`src/rtl/booth_pkg.sv`:
```
package booth_pkg;

    typedef enum logic [1:0] {
        ST_IDLE   = 2'd0,
        ST_RUN    = 2'd1,
        ST_FINISH = 2'd2
    } mul_state_t;

    typedef enum logic [1:0] {
        OP_NONE = 2'd0,
        OP_ADD  = 2'd1,
        OP_SUB  = 2'd2
    } booth_op_t;

endpackage

```
`src/rtl/booth_recode.sv`:
```
module booth_recode
    import booth_pkg::*;
(
    input  logic      cur_bit_i,
    input  logic      right_bit_i,
    output booth_op_t op_o
);

    always_comb begin
        unique case ({cur_bit_i, right_bit_i})
            2'b10:   op_o = OP_SUB;
            2'b01:   op_o = OP_ADD;
            default: op_o = OP_NONE;
        endcase
    end

endmodule

```
`src/rtl/booth_addsub.sv`:
```
module booth_addsub
    import booth_pkg::*;
#(
    parameter int W = 32
) (
    input  logic [W-1:0] acc_i,
    input  logic [W-1:0] mcand_i,
    input  booth_op_t    op_i,
    output logic [W:0]   sum_o
);

    logic [W:0] acc_ext;
    logic [W:0] mc_ext;
    logic [W:0] operand;
    logic       carry_in;

    always_comb begin
        acc_ext  = {acc_i[W-1], acc_i};
        mc_ext   = {mcand_i[W-1], mcand_i};
        carry_in = 1'b0;
        unique case (op_i)
            OP_ADD:  operand = mc_ext;
            OP_SUB: begin
                operand  = ~mc_ext;
                carry_in = 1'b1;
            end
            default: operand = '0;
        endcase
        sum_o = acc_ext + operand + {{W{1'b0}}, carry_in};
    end

endmodule

```
`src/rtl/booth_ctrl.sv`:
```
module booth_ctrl
    import booth_pkg::*;
#(
    parameter int ITER_N = 32
) (
    input  logic clk,
    input  logic rst_n,
    input  logic start_i,
    output logic load_o,
    output logic step_o,
    output logic busy_o,
    output logic done_o
);

    localparam int CNT_W = (ITER_N > 2) ? $clog2(ITER_N) : 1;
    localparam logic [CNT_W-1:0] LAST_CNT = CNT_W'(ITER_N - 1);

    mul_state_t       state_q, state_d;
    logic [CNT_W-1:0] iter_q;
    logic             last_iter;

    assign last_iter = (iter_q == LAST_CNT);

    // state register
    always_ff @(posedge clk or negedge rst_n) begin
        if (!rst_n) state_q <= ST_IDLE;
        else        state_q <= state_d;
    end

    // iteration counter
    always_ff @(posedge clk or negedge rst_n) begin
        if (!rst_n)      iter_q <= '0;
        else if (load_o) iter_q <= '0;
        else if (step_o) iter_q <= iter_q + 1'b1;
    end

    // next state
    always_comb begin
        state_d = state_q;
        unique case (state_q)
            ST_IDLE:   if (start_i) state_d = ST_RUN;
            ST_RUN:    if (last_iter) state_d = ST_FINISH;
            ST_FINISH: state_d = start_i ? ST_RUN : ST_IDLE;
            default:   state_d = ST_IDLE;
        endcase
    end

    // outputs
    always_comb begin
        load_o = 1'b0;
        step_o = 1'b0;
        busy_o = 1'b0;
        done_o = 1'b0;
        unique case (state_q)
            ST_IDLE:   load_o = start_i;
            ST_RUN: begin
                step_o = 1'b1;
                busy_o = 1'b1;
            end
            ST_FINISH: begin
                done_o = 1'b1;
                load_o = start_i;
            end
            default: ;
        endcase
    end

endmodule

```
`src/rtl/booth_seq_mul.sv`:
```
module booth_seq_mul
    import booth_pkg::*;
#(
    parameter int OP_W = 32
) (
    input  logic            clk,
    input  logic            rst_n,
    input  logic            start_i,
    input  logic [OP_W-1:0] mcand_i,
    input  logic [OP_W-1:0] mplier_i,
    output logic            busy_o,
    output logic            done_o,
    output logic [OP_W-1:0] hi_o,
    output logic [OP_W-1:0] lo_o
);

    logic [OP_W-1:0] mcand_q;
    logic [OP_W-1:0] hi_q;
    logic [OP_W-1:0] lo_q;
    logic            trail_q;
    logic            load;
    logic            step;
    booth_op_t       op;
    logic [OP_W:0]   sum;

    booth_ctrl #(.ITER_N(OP_W)) ctrl_i (
        .clk     (clk),
        .rst_n   (rst_n),
        .start_i (start_i),
        .load_o  (load),
        .step_o  (step),
        .busy_o  (busy_o),
        .done_o  (done_o)
    );

    booth_recode recode_i (
        .cur_bit_i   (lo_q[0]),
        .right_bit_i (trail_q),
        .op_o        (op)
    );

    booth_addsub #(.W(OP_W)) addsub_i (
        .acc_i   (hi_q),
        .mcand_i (mcand_q),
        .op_i    (op),
        .sum_o   (sum)
    );

    always_ff @(posedge clk or negedge rst_n) begin
        if (!rst_n) begin
            mcand_q <= '0;
            hi_q    <= '0;
            lo_q    <= '0;
            trail_q <= 1'b0;
        end else if (load) begin
            mcand_q <= mcand_i;
            hi_q    <= '0;
            lo_q    <= mplier_i;
            trail_q <= 1'b0;
        end else if (step) begin
            hi_q    <= sum[OP_W:1];
            lo_q    <= {sum[0], lo_q[OP_W-1:1]};
            trail_q <= lo_q[0];
        end
    end

    assign hi_o = hi_q;
    assign lo_o = lo_q;

endmodule

```
`config.mk`:
```
export PLATFORM = sky130hd
export DESIGN_NAME = booth_seq_mul
export DESIGN_NICKNAME = d
export VERILOG_FILES = /design/src/rtl/booth_pkg.sv /design/src/rtl/booth_recode.sv /design/src/rtl/booth_addsub.sv /design/src/rtl/booth_ctrl.sv /design/src/rtl/booth_seq_mul.sv
export SDC_FILE = /design/constraint.sdc
export NUM_CORES = 1
export LEC_CHECK = 0
export BUFFER_PORTS_ARGS = -buffer_cell sky130_fd_sc_hd__buf_2
export CORE_MARGIN = 1
export CORE_UTILIZATION = 45
export DETAILED_ROUTE_END_ITERATION = 7
export GPL_TIMING_DRIVEN = 0
export HOLD_SLACK_MARGIN = 0.08
export PLACE_DENSITY = 0.71
export SKIP_CTS_REPAIR_TIMING = 1
export SYNTH_ARGS = -nofsm -noshare
export SYNTH_HDL_FRONTEND = slang
export SYNTH_SLANG_ARGS = --single-unit
```
`constraint.sdc`:
```
create_clock -name clk -period 6.92 [get_ports clk]
set_input_delay 0.346 -clock clk [delete_from_list [all_inputs] [get_ports clk]]
set_output_delay 0.346 -clock clk [all_outputs]
set_load 0.005 [all_outputs]
```
# Yosys cells after proc, flatten, opt, wreduce, memory -nomap -nowiden
# Cells that the tools add are included.
# word_totals
reg_bits	104
input_bits	67
output_inout_bits	66
word_cells	41
# op_classes
n_addsub	3
eq_ne	9
muxes	18
bitwise	1
reduce_logical	4
# op_table
operator	n
two-way mux 32 bit	4
one-hot mux 33 bit (2 select lines)	1
adder 33 x 1 -> 33 bit	1
adder 33 bit	1
NOT 33 bit	1
two-way mux 5 bit	2
two-way mux 1 bit	7
equality test 2 x 1 -> 1 bit, second input constant	3
equality test 2 bit, second input constant	3
one-hot mux 2 bit (3 select lines)	1
adder 5 x 1 -> 5 bit, second input constant	1
equality test 5 bit, second input constant	1
two-way mux 2 bit	2
one-hot mux 2 bit (2 select lines)	1
zero test 2 bit	1
inequality test 2 x 1 -> 1 bit, second input constant	1
inequality test 2 bit, second input constant	1
AND reduction 2 bit	1
nonzero test 2 bit	1
OR reduction 2 bit	1

# Longest topological paths before layout
# Gate-level depths: netlist of run 1.
# logic_depth
ltp_word	8
ltp_mapped	15
ltp_nobuf	13

# Modules after synthesis
# From an unflattened synthesis of run 1, not the netlist that was laid out.
# hier_totals
hier_cells	692
hier_area_um2	6707.7
# by_module_without_submodules
mod	n_inst	cells_each	area_per_inst_um2	seq_area_each_um2
booth_seq_mul	1	312	4062.6	2427.3
booth_addsub	1	349	2259.7	0.0
booth_ctrl	1	29	370.4	175.2
booth_recode	1	2	15.0	0.0

# Worst setup path after synthesis of run 1
# OpenSTA, ideal clock, no wires.
# synth_path
kind	flip-flop to flip-flop
start	register lo_q[0], in the netlist lo_o[0]
end	register hi_q[25], in the netlist hi_o[25]
setup_ns	0.126
arrival_time_ns	3.147
t_required_ns	6.794
setup_slack_ns	3.647
stages_incl_launch_ff	15
path_buffers	2
period_less_slack_ns	3.273
cell_sequence	dfrtp_1 nor2b_1 clkbuf_1 clkbuf_1 a21oi_1 fa_1 fa_1 nand2b_1 a21oi_1 nor3_1 o21ai_2 o21a_4 a21oi_4 o2111a_1 a221o_1
# synth_via
elab_chain_len	8
elab_cells_between_ends	11
cone_classes	add/sub (2); eq/ne (4); mux (5)
# synth_rtl
element	line_no	source
start, declared	booth_seq_mul.sv:19	logic [OP_W-1:0] lo_q;
start signal, assigned	booth_seq_mul.sv:58	lo_q <= mplier_i;
start signal, assigned	booth_seq_mul.sv:62	lo_q <= {sum[0], lo_q[OP_W-1:1]};
equality test 2 x 1 -> 1 bit / equality test 2 bit (equally long branches)	booth_recode.sv:10	unique case ({cur_bit_i, right_bit_i})
one-hot mux 2 bit (2 select lines) (*)	booth_recode.sv:10	
equality test 2 bit / equality test 2 x 1 -> 1 bit (equally long branches)	booth_addsub.sv:21	unique case (op_i)
one-hot mux 33 bit (2 select lines)	booth_addsub.sv:21	
adder 33 bit	booth_addsub.sv:29	sum_o = acc_ext + operand + {{W{1'b0}}, carry_in};
adder 33 x 1 -> 33 bit (*)	booth_addsub.sv:29	
two-way mux 32 bit (*)	booth_seq_mul.sv:60	end else if (step) begin
two-way mux 32 bit (*)	booth_seq_mul.sv:55	end else if (load) begin
end signal, assigned	booth_seq_mul.sv:61	hi_q <= sum[OP_W:1];
end, declared	booth_seq_mul.sv:18	logic [OP_W-1:0] hi_q;
# Mark *: on every way between the ends. The rest lies on a longest branch, timed or not. The select of a mux whose other input is x is not followed.
# A chain may end at the register's enable or synchronous reset.

# Final worst setup path of run 1
# Same ends and word-level chain as after synthesis.

==> reports/qor.txt, run 1 <==
VDD IR max: 0.231 mV
Slew headroom: 0.492
routing usage on met3: 0.0627
die area: 14100 um^2
Slew Limit Fails: 0
Syn Std Cell Area: 6140 um^2
post-synthesis sequential area ratio: 0.424
Post-Syn Nets: 756
vias per cell: 5.41
critical path endpoint category: flip-flop
number of enable flip-flop cells after synthesis: 0
DP Area: 7050 um^2
hold_ws: 178 ps
Max-cap violations: 0
final instance area: 7370 um^2
clock slew seen by the registers of the worst setup and hold paths: 80 ps
ys async rst share: 1.00
Period minus WS final: 3890 ps
outcome: finished, final reports clean
# H-tree levels: 3
FF+latch count, synth: 104
nets@finish: 901
initial antenna violation count: 0
Filler cells: 1228
GRT overflow: 0
Final Hold Violating Endpoints: 0
# setup viols final: 0
Die Y: 119 um
DRC: 0
worst-margin pin slew: 762 ps
Pwr Total: 0.00443 W
reg-to-reg slack, setup: 3030 ps
PortBufs: 132
clock buffer depth: 2
unrepaired setup endpoints after global routing: no
met1 usage: 0.300
total CTS buffers: 9
FP Rows: 42
setup TNS: 0 ps
initial DRC count: 294
Critical Path Fanout Max: 10
Synth warnings: 0
chip width: 119 um
Worst Skew: 13.7 ps
largest net degree at the start of global routing: 64
Inserted Diodes: 0
CTS tree: yes
Syn Inst Count: 654
leakage power: 3.32 nW
Synth cell types: 58
Total Routing Usage GR: 0.221
CP Data Arrival Time: 4120 ps
first-pass GRT wire length: 24.7 mm
worst hold path type: in2reg
fmax: 257 MHz
P&R area growth vs syn: 20.0%
Worst Reg2Reg Path Length in Cells: 14
met2 usage: 0.352
worst skew pair latency: 360 ps
Worst Setup Path Type: reg2reg
vias: 5300
number of global-route vias before repair: 5025
Hold Path Depth: 3
Post-DRT Antenna Nets: 0
critical path required time: 7150 ps
Core Area: 13300 um^2
final worst-path cycle share: 0.562
CTS root buf: clkbuf_16
Routed WL: 15.1 mm
post-DP HPWL: 11.2 mm
routability cong.: 0.906
commonest non-fill, non-tap cell in the layout: buf_2
startpoint types: flip-flop
Wirelength per Cell: 15.4 um
Initial Util: 0.462
share of post-route cells with drive strength above 1: 0.244
CTS Sinks: 104
TritonRoute pass-1 iters: 5
Top Ports: 133
ys flop type: dfrtp_1
Mean Syn Cell Area: 9.38 um^2
most frequent cells in the layout: 134 x buf_2, 113 x nand2_1, 104 x dfrtp_1, 88 x o21ai_0, 36 x clkbuf_1
pwr/cell area: 602 nW/um^2
Most Crowded Layer GR: met2
==> registers in the layout, indices dropped and copies added (netlist names) <==
signal	cells
hi_o	32
ctrl_i.state_q	2
lo_o	32
mcand_q	32
trail_q	1
ctrl_i.iter_q	5
==> cells in the mapped netlist (4+ instances only) <==
master	instances	share of area
mux2_2	32	0.059
inv_1	12	0.0073
o21ai_0	88	0.072
nand2_1	113	0.069
mux2i_1	30	0.049
a31oi_1	12	0.012
nand4_1	6	0.0061
a21o_1	10	0.012
nand3_1	9	0.0073
o211ai_1	4	0.0049
nor2b_1	4	0.0041
xnor2_1	12	0.017
a21oi_1	26	0.021
nor2_1	20	0.012
nor3_1	5	0.0041
a22o_1	5	0.0071
nand2b_1	7	0.0071
xor2_1	14	0.020
clkbuf_1	36	0.022
dfrtp_1	104	0.42
o21ai_1	15	0.012
ha_1	33	0.067
and3_1	5	0.0051
==> final cells by class <==
type | instances | area (um^2) | area share
plain buffers | 41 | 161 | 0.0219
clock buffers | 9 | 225 | 0.0306
clock inverters | 7 | 83.8 | 0.0114
inverters | 12 | 45.0 | 0.00612
multi-input cells | 497 | 3330 | 0.452
flip-flops and latches | 104 | 2600 | 0.353
well taps | 176 | 220 | 0.0299
repair buffers | 134 | 701 | 0.0951
==> kinds of logic after synthesis <==
family | share of synthesized area
and+or+nand+nor | 0.124
buffers and inverters | 0.0336
muxes | 0.108
DFF | 0.424
AOI/OAI and AO/OA | 0.200
adders and majority gates | 0.0738
xor gates and xnor gates | 0.0371
==> worst max-delay path: stages, from the launching register on <==
cell and delay, ps:
dfrtp_1 430, nor2b_1 120, clkbuf_1 210, clkbuf_1 410, a21oi_1 180, fa_1 450, fa_1 410, nand2b_1 200
a21oi_1 190, nor3_1 80, o21ai_2 270, o21a_4 210, a21oi_4 80, o2111a_1 240, a221o_1 270
==> final timing paths <==
kind	start	endpoint
setup / recovery	lo_o[0]	hi_o[25]
hold / removal	mplier_i[18]	lo_o[18]
setup reg to reg	lo_o[0]	hi_o[25]
hold reg to reg	hi_o[20]	hi_o[20]
max in group asynchronous	rst_n	hi_o[27]
min in group asynchronous	rst_n	mcand_q[13]
==> metrics by stage <==
stage                      util  setup WS (ps)  cells
final                     0.554           3030    980
after global routing      0.554           2720    980
after CTS                 0.553           3030    979
after detailed placement  0.530           3070    963
after global placement    0.528           3160    962
after floorplan               -           3650    654
==> report_power, final <==
group          total (W)  internal (W)  switching (W)
sequential       0.00119      0.000951       0.000242
clock           0.000523      0.000260       0.000264
combinational    0.00272       0.00119        0.00153
==> routing by layer <==
metal,part of all wire,wire length [um]
met5,0,0
met4,0.0084,127
met3,0.056,852
met2,0.48,7180
met1,0.46,6950
Note: power is estimated with default switching activity, not from simulation.
==> run 2, diff against run 1 <==
--- a/config.mk
+++ b/config.mk
@@ -11,7 +11,7 @@
 export DETAILED_ROUTE_END_ITERATION = 7
 export GPL_TIMING_DRIVEN = 0
 export HOLD_SLACK_MARGIN = 0.08
-export PLACE_DENSITY = 0.71
+export PLACE_DENSITY = 0.74
 export SKIP_CTS_REPAIR_TIMING = 1
 export SYNTH_ARGS = -nofsm -noshare
 export SYNTH_HDL_FRONTEND = slang
==> constraint.sdc (replaced) <==
create_clock -name clk -period 3.2 [get_ports clk]
set_input_delay 0.16 -clock clk [delete_from_list [all_inputs] [get_ports clk]]
set_output_delay 0.16 -clock clk [all_outputs]
set_load 0.005 [all_outputs]
==> run 2 against run 1 <==
  * Utilization up 5.8 points
  * Via count rose by 5.6%
  * Combinational power up 130%
  * Non-clock buffer count rose by 69
  * Register-to-register slack worse by 3000 ps
  * Maximum frequency rose by 21%
  * Power increased by 120%
  * Count of clock-buffer cells in the layout rose by 1
  * Worst setup slack worse by 3000 ps
  * Largest cell class unchanged
  * Highest routed layer unchanged
==> reports/qor.txt, run 2 (same netlist as run 1, synthesis figures left out) <==
Period minus WS final: 3200 ps
Inserted Diodes: 0
worst hold path type: in2reg
CTS root buf: clkbuf_16
post-DP HPWL: 11.1 mm
vias: 5596
max incr delay on CP: 450 ps
Top Ports: 133
DRC: 0
CP cell instances: nor2b_1 > buf_4 > buf_8 > a21oi_2 > fa_2 > fa_2 > nand2b_4 > a21oi_2 > nor3_1 > o21ai_2 > o21a_4 > a21oi_4 > o2111a_1 > a221o_1
pwr/cell area: 1220 nW/um^2
nets@finish: 970
Routed WL: 16.0 mm
Worst Setup Path Type: reg2reg
TritonRoute pass-1 iters: 4
# H-tree levels: 3
final instance area: 8140 um^2
P&R area growth vs syn: 32.6%
critical path required time: 3430 ps
CTS tree: yes
vias per cell: 5.33
number of global-route vias before repair: 5107
register share of total power: 0.262
share of post-route cells with drive strength above 1: 0.263
Slew Limit Fails: 0
Die Y: 119 um
first-pass GRT wire length: 24.8 mm
total CTS buffers: 9
fmax: 313 MHz
Wirelength per Cell: 15.2 um
critical path endpoint category: flip-flop
Post-DRT Antenna Nets: 0
Slowest cell on crit path: dfrtp_2
DP Cell Count: 963
# setup viols final: 0
worst skew pair latency: 360 ps
chip width: 119 um
Post-Layout Cell Count: 1049
Final Hold Violating Endpoints: 0
FP Rows: 42
largest net degree at the start of global routing: 54
Initial Util: 0.462
total net switching power: 0.00449 W
Total Routing Usage GR: 0.221
Core Area: 13300 um^2
VDD IR max: 0.662 mV
die area: 14100 um^2
final worst-path cycle share: 1.00
Worst Skew: 11.4 ps
Pint: 0.00546 W
startpoint types: flip-flop
Slew headroom: 0.516
CTS Sinks: 104
combinational power share: 0.632
clock buffer depth: 2
initial antenna violation count: 0
routability cong.: 0.880
commonest non-fill, non-tap cell in the layout: buf_2
Sw Ratio: 0.452
PortBufs: 132
Max-cap violations: 0
outcome: finished, final reports clean
CP Data Arrival Time: 3430 ps
clock slew seen by the registers of the worst setup and hold paths: 70 ps
worst-margin pin slew: 727 ps
unrepaired setup endpoints after global routing: yes
GRT overflow: 0
most frequent cells in the layout: 135 x buf_2, 113 x nand2_1, 103 x dfrtp_1, 85 x o21ai_0, 63 x dlygate4sd3_1
Clock power frac: 0.106
DP Area: 7050 um^2
initial DRC count: 309
leakage power: 3.64 nW
Critical Path Fanout Max: 5
==> run 2: changes by cell type in the layout (fill, tap and decap cells not counted), sizes merged <==
cell	previous run	this run
dlygate4sd3	1	63
buf	138	151
clkbuf	45	40
clkinv	4	2
clkinvlp	0	1
==> run 2: layout make-up <==
| class | instances | area, um^2 |
|---|---|---|
| fillers | 1108 | 5160 |
| repair buffers | 205 | 1390 |
| multi-input cells | 497 | 3420 |
| flip-flops and latches | 104 | 2600 |
| plain buffers | 39 | 183 |
| clock buffers | 10 | 229 |
| clock inverters | 6 | 50.0 |
| inverters | 12 | 45.0 |
| well taps | 176 | 220 |
==> run 2: power groups by stage <==
stage,registers (W),logic [W],clock network (W)
6_report,0.00261,0.00629,0.00105
4_1_cts,0.00260,0.00586,0.00108
3_5_place_dp,0.00261,0.00582,0
2_1_floorplan,0.00252,0.00432,0
5_1_grt,0.00271,0.00706,0.00114
3_3_place_gp,0.00259,0.00572,0
==> run 2: worst max-delay path: cells and delay by family, from the launching register on <==
kind / cells / cell delay (ps)
AO/OA/AOI/OAI: 7 / 1250
AND/OR/NAND/NOR: 3 / 350
buffers and inverters: 2 / 260
adder cells (fa/ha/maj): 2 / 750
flip-flops: 1 / 450
==> run 2: stage by stage <==
| step | util | setup slack, ps | hold slack, ps | setup TNS, ps | total power (W) |
|---|---|---|---|---|---|
| 2_1_floorplan | - | 36.1 | -136 | 0 | 0.00684 |
| 3_3_place_gp | 0.528 | -410 | 362 | -3300 | 0.00832 |
| 3_5_place_dp | 0.530 | -443 | 259 | -3900 | 0.00844 |
| 4_1_cts | 0.551 | -466 | -127 | -4220 | 0.00954 |
| 5_1_grt | 0.612 | -115 | 85.2 | -441 | 0.0109 |
| 6_report | 0.612 | 0.837 | 66.6 | 0 | 0.00995 |
==> run 2: final timing paths <==
kind | endpoint | cells after the start | slack (ps) | startpoint
max in group asynchronous | mcand_q[25] | 3 | 2110 | rst_n
worst min register to register | hi_o[16] | 2 | 520 | hi_o[16]
worst max-delay path | hi_o[25] | 14 | 0.8 | lo_o[0]
worst min-delay path | lo_o[31] | 3 | 70 | mplier_i[31]
worst max register to register | hi_o[25] | 14 | 0.8 | lo_o[0]
min in group asynchronous | mcand_q[4] | 2 | 400 | rst_n
==> run 2: routing by layer <==
metal  GRT usage  vias up  wire [um]
met4      0.0388        0        109
met2       0.355      144       7600
met5           0        -          0
met3      0.0705       13        880
met1       0.295     2670       7370
li1            -     2769          -
==> run 3, diff against run 2 <==
--- a/config.mk
+++ b/config.mk
@@ -9,6 +9,7 @@
 export CORE_MARGIN = 1
 export CORE_UTILIZATION = 45
 export DETAILED_ROUTE_END_ITERATION = 7
+export GPL_ROUTABILITY_DRIVEN = 0
 export GPL_TIMING_DRIVEN = 0
 export HOLD_SLACK_MARGIN = 0.08
 export PLACE_DENSITY = 0.74
==> constraint.sdc (replaced) <==
create_clock -name clk -period 3.2 [get_ports clk]
set_input_delay 0.48 -clock clk [delete_from_list [all_inputs] [get_ports clk]]
set_output_delay 0.48 -clock clk [all_outputs]
set_load 0.005 [all_outputs]
==> run 3 against run 2 <==
  * The flow now finishes with violations (negative setup slack)
  * Maximum frequency fell by 1.8%
  * Cell area fell by 5.6%
  * Critical endpoint unchanged
  * Critical path type unchanged
  * Utilization fell by 3.4 points
  * Worst setup slack got worse by 57 ps
==> reports/qor.txt, run 3 (same netlist as run 1, synthesis figures left out) <==
clock slew seen by the registers of the worst setup and hold paths: 80 ps
Most common cell on crit path: a21oi_4
worst-margin pin slew: 780 ps
CTS tree: yes
vias per cell: 5.48
routing usage on met3: 0.0541
Slew Limit Fails: 0
worst skew pair latency: 360 ps
CP cell instances: nor2b_1 > buf_4 > buf_8 > a21oi_4 > fa_2 > fa_2 > nand2b_4 > a21oi_4 > nor3_2 > o21ai_2 > o21a_4 > a21oi_4 > o2111a_1 > a221o_1
Worst Skew: 15.3 ps
max incr delay on CP: 450 ps
Slew headroom: 0.480
post-route setup slack: -56.4 ps
Final Hold Violating Endpoints: 0
GRT overflow: 0
FP Rows: 42
P&R area growth vs syn: 25.2%
register share of total power: 0.253
Critical Path Fanout Max: 5
share of post-route cells with drive strength above 1: 0.303
Most Crowded Layer GR: met2
TritonRoute pass-1 iters: 5
initial antenna violation count: 0
Pwr Total: 0.0103 W
worst hold path type: in2async
critical path required time: 3440 ps
number of global-route vias before repair: 5201
combinational power share: 0.636
final worst-path cycle share: 1.02
CP Data Arrival Time: 3490 ps
failing checks: negative setup slack
leakage power: 3.46 nW
Inserted Diodes: 0
critical path endpoint category: flip-flop
commonest non-fill, non-tap cell in the layout: buf_2
first-pass GRT wire length: 25.1 mm
CTS root buf: clkbuf_16
total net switching power: 0.00466 W
Post-DRT Antenna Nets: 0
most frequent cells in the layout: 135 x buf_2, 113 x nand2_1, 103 x dfrtp_1, 86 x o21ai_0, 32 x mux2_2
post-DP HPWL: 11.2 mm
Wirelength per Cell: 15.9 um
Die Y: 119 um
VDD IR max: 0.773 mV
cell family contributing the most delay on the critical path: compound AO/OA/AOI/OAI gates
startpoint types: flip-flop
Filler cells: 1196
hold_ws: 168 ps
chip width: 119 um
Pint: 0.00567 W
largest net degree at the start of global routing: 55
CTS Sinks: 104
Top Ports: 133
Slowest cell on crit path: dfrtp_2
die area: 14100 um^2
# setup viols final: 2
met2 usage: 0.366
pwr/cell area: 1340 nW/um^2
# H-tree levels: 3
met1 usage: 0.294
Core Area: 13300 um^2
Initial Util: 0.462
nets@finish: 919
unrepaired setup endpoints after global routing: yes
outcome: finished with violations
PortBufs: 132
Clock power frac: 0.111
Sw Ratio: 0.451
fmax: 307 MHz
Total Routing Usage GR: 0.224
Crit path buffers/inverters: 2
DRC: 0
initial DRC count: 282
Max-cap violations: 0
total CTS buffers: 9
Routed WL: 15.9 mm
Period minus WS final: 3260 ps
vias: 5465
Worst Setup Path Type: reg2reg
clock buffer depth: 2
[run 3: cell count changes in the layout (fill, tap and decap cells not counted), sizes merged]
cell | previous run | this run
clkbuf | 40 | 37
bufinv | 0 | 1
clkinv | 2 | 0
buf | 151 | 166
inv | 15 | 16
dlygate4sd3 | 63 | 0
[run 3: power by group through the flow]
stage | Sequential [W] | Combinational, W | Clock, W
2_1_floorplan | 0.00252 | 0.00432 | 0
3_3_place_gp | 0.00259 | 0.00572 | 0
3_5_place_dp | 0.00261 | 0.00584 | 0
4_1_cts | 0.00260 | 0.00589 | 0.00117
5_1_grt | 0.00270 | 0.00730 | 0.00121
6_report | 0.00262 | 0.00657 | 0.00115
[run 3: stage by stage]
stage / worst slack [ps] / setup TNS, ps / utilization / instances / cell area (um^2)
after floorplan: 36.1 / 0 / - / 654 / 6140
after global placement: -409 / -3370 / 0.528 / 962 / 7020
after detailed placement: -437 / -3810 / 0.530 / 963 / 7050
after CTS: -492 / -4920 / 0.553 / 979 / 7350
after global routing: -110 / -538 / 0.578 / 998 / 7680
final: -56.4 / -80.9 / 0.578 / 998 / 7680
[run 3: final cells by class]
class,instances,area (um^2),share of cell area
inverters,12,45.0,0.00586
clock inverters,6,72.6,0.00945
plain buffers,37,181,0.0236
flip-flops and latches,104,2600,0.339
repair buffers,156,863,0.112
well taps,176,220,0.0287
clock buffers,10,229,0.0298
multi-input cells,497,3470,0.451
[run 3: final timing paths]
| kind | from | endpoint | slack, ps | cells after the start |
|---|---|---|---|---|
| worst max-delay path | lo_o[0] | hi_o[25] | -60 | 14 |
| worst min-delay path | rst_n | hi_o[6] | 170 | 1 |
| worst max register to register | lo_o[0] | hi_o[25] | -60 | 14 |
| worst min register to register | lo_o[1] | lo_o[1] | 520 | 2 |
| max in group asynchronous | rst_n | mcand_q[26] | 2330 | 2 |
| min in group clk | mplier_i[8] | lo_o[8] | 320 | 3 |
[run 3: layer usage]
| metal | wire (um) | up-vias |
|---|---|---|
| met5 | 0 | - |
| met4 | 220 | 0 |
| met3 | 967 | 18 |
| met2 | 7500 | 172 |
| met1 | 7200 | 2609 |
| li1 | - | 2666 |
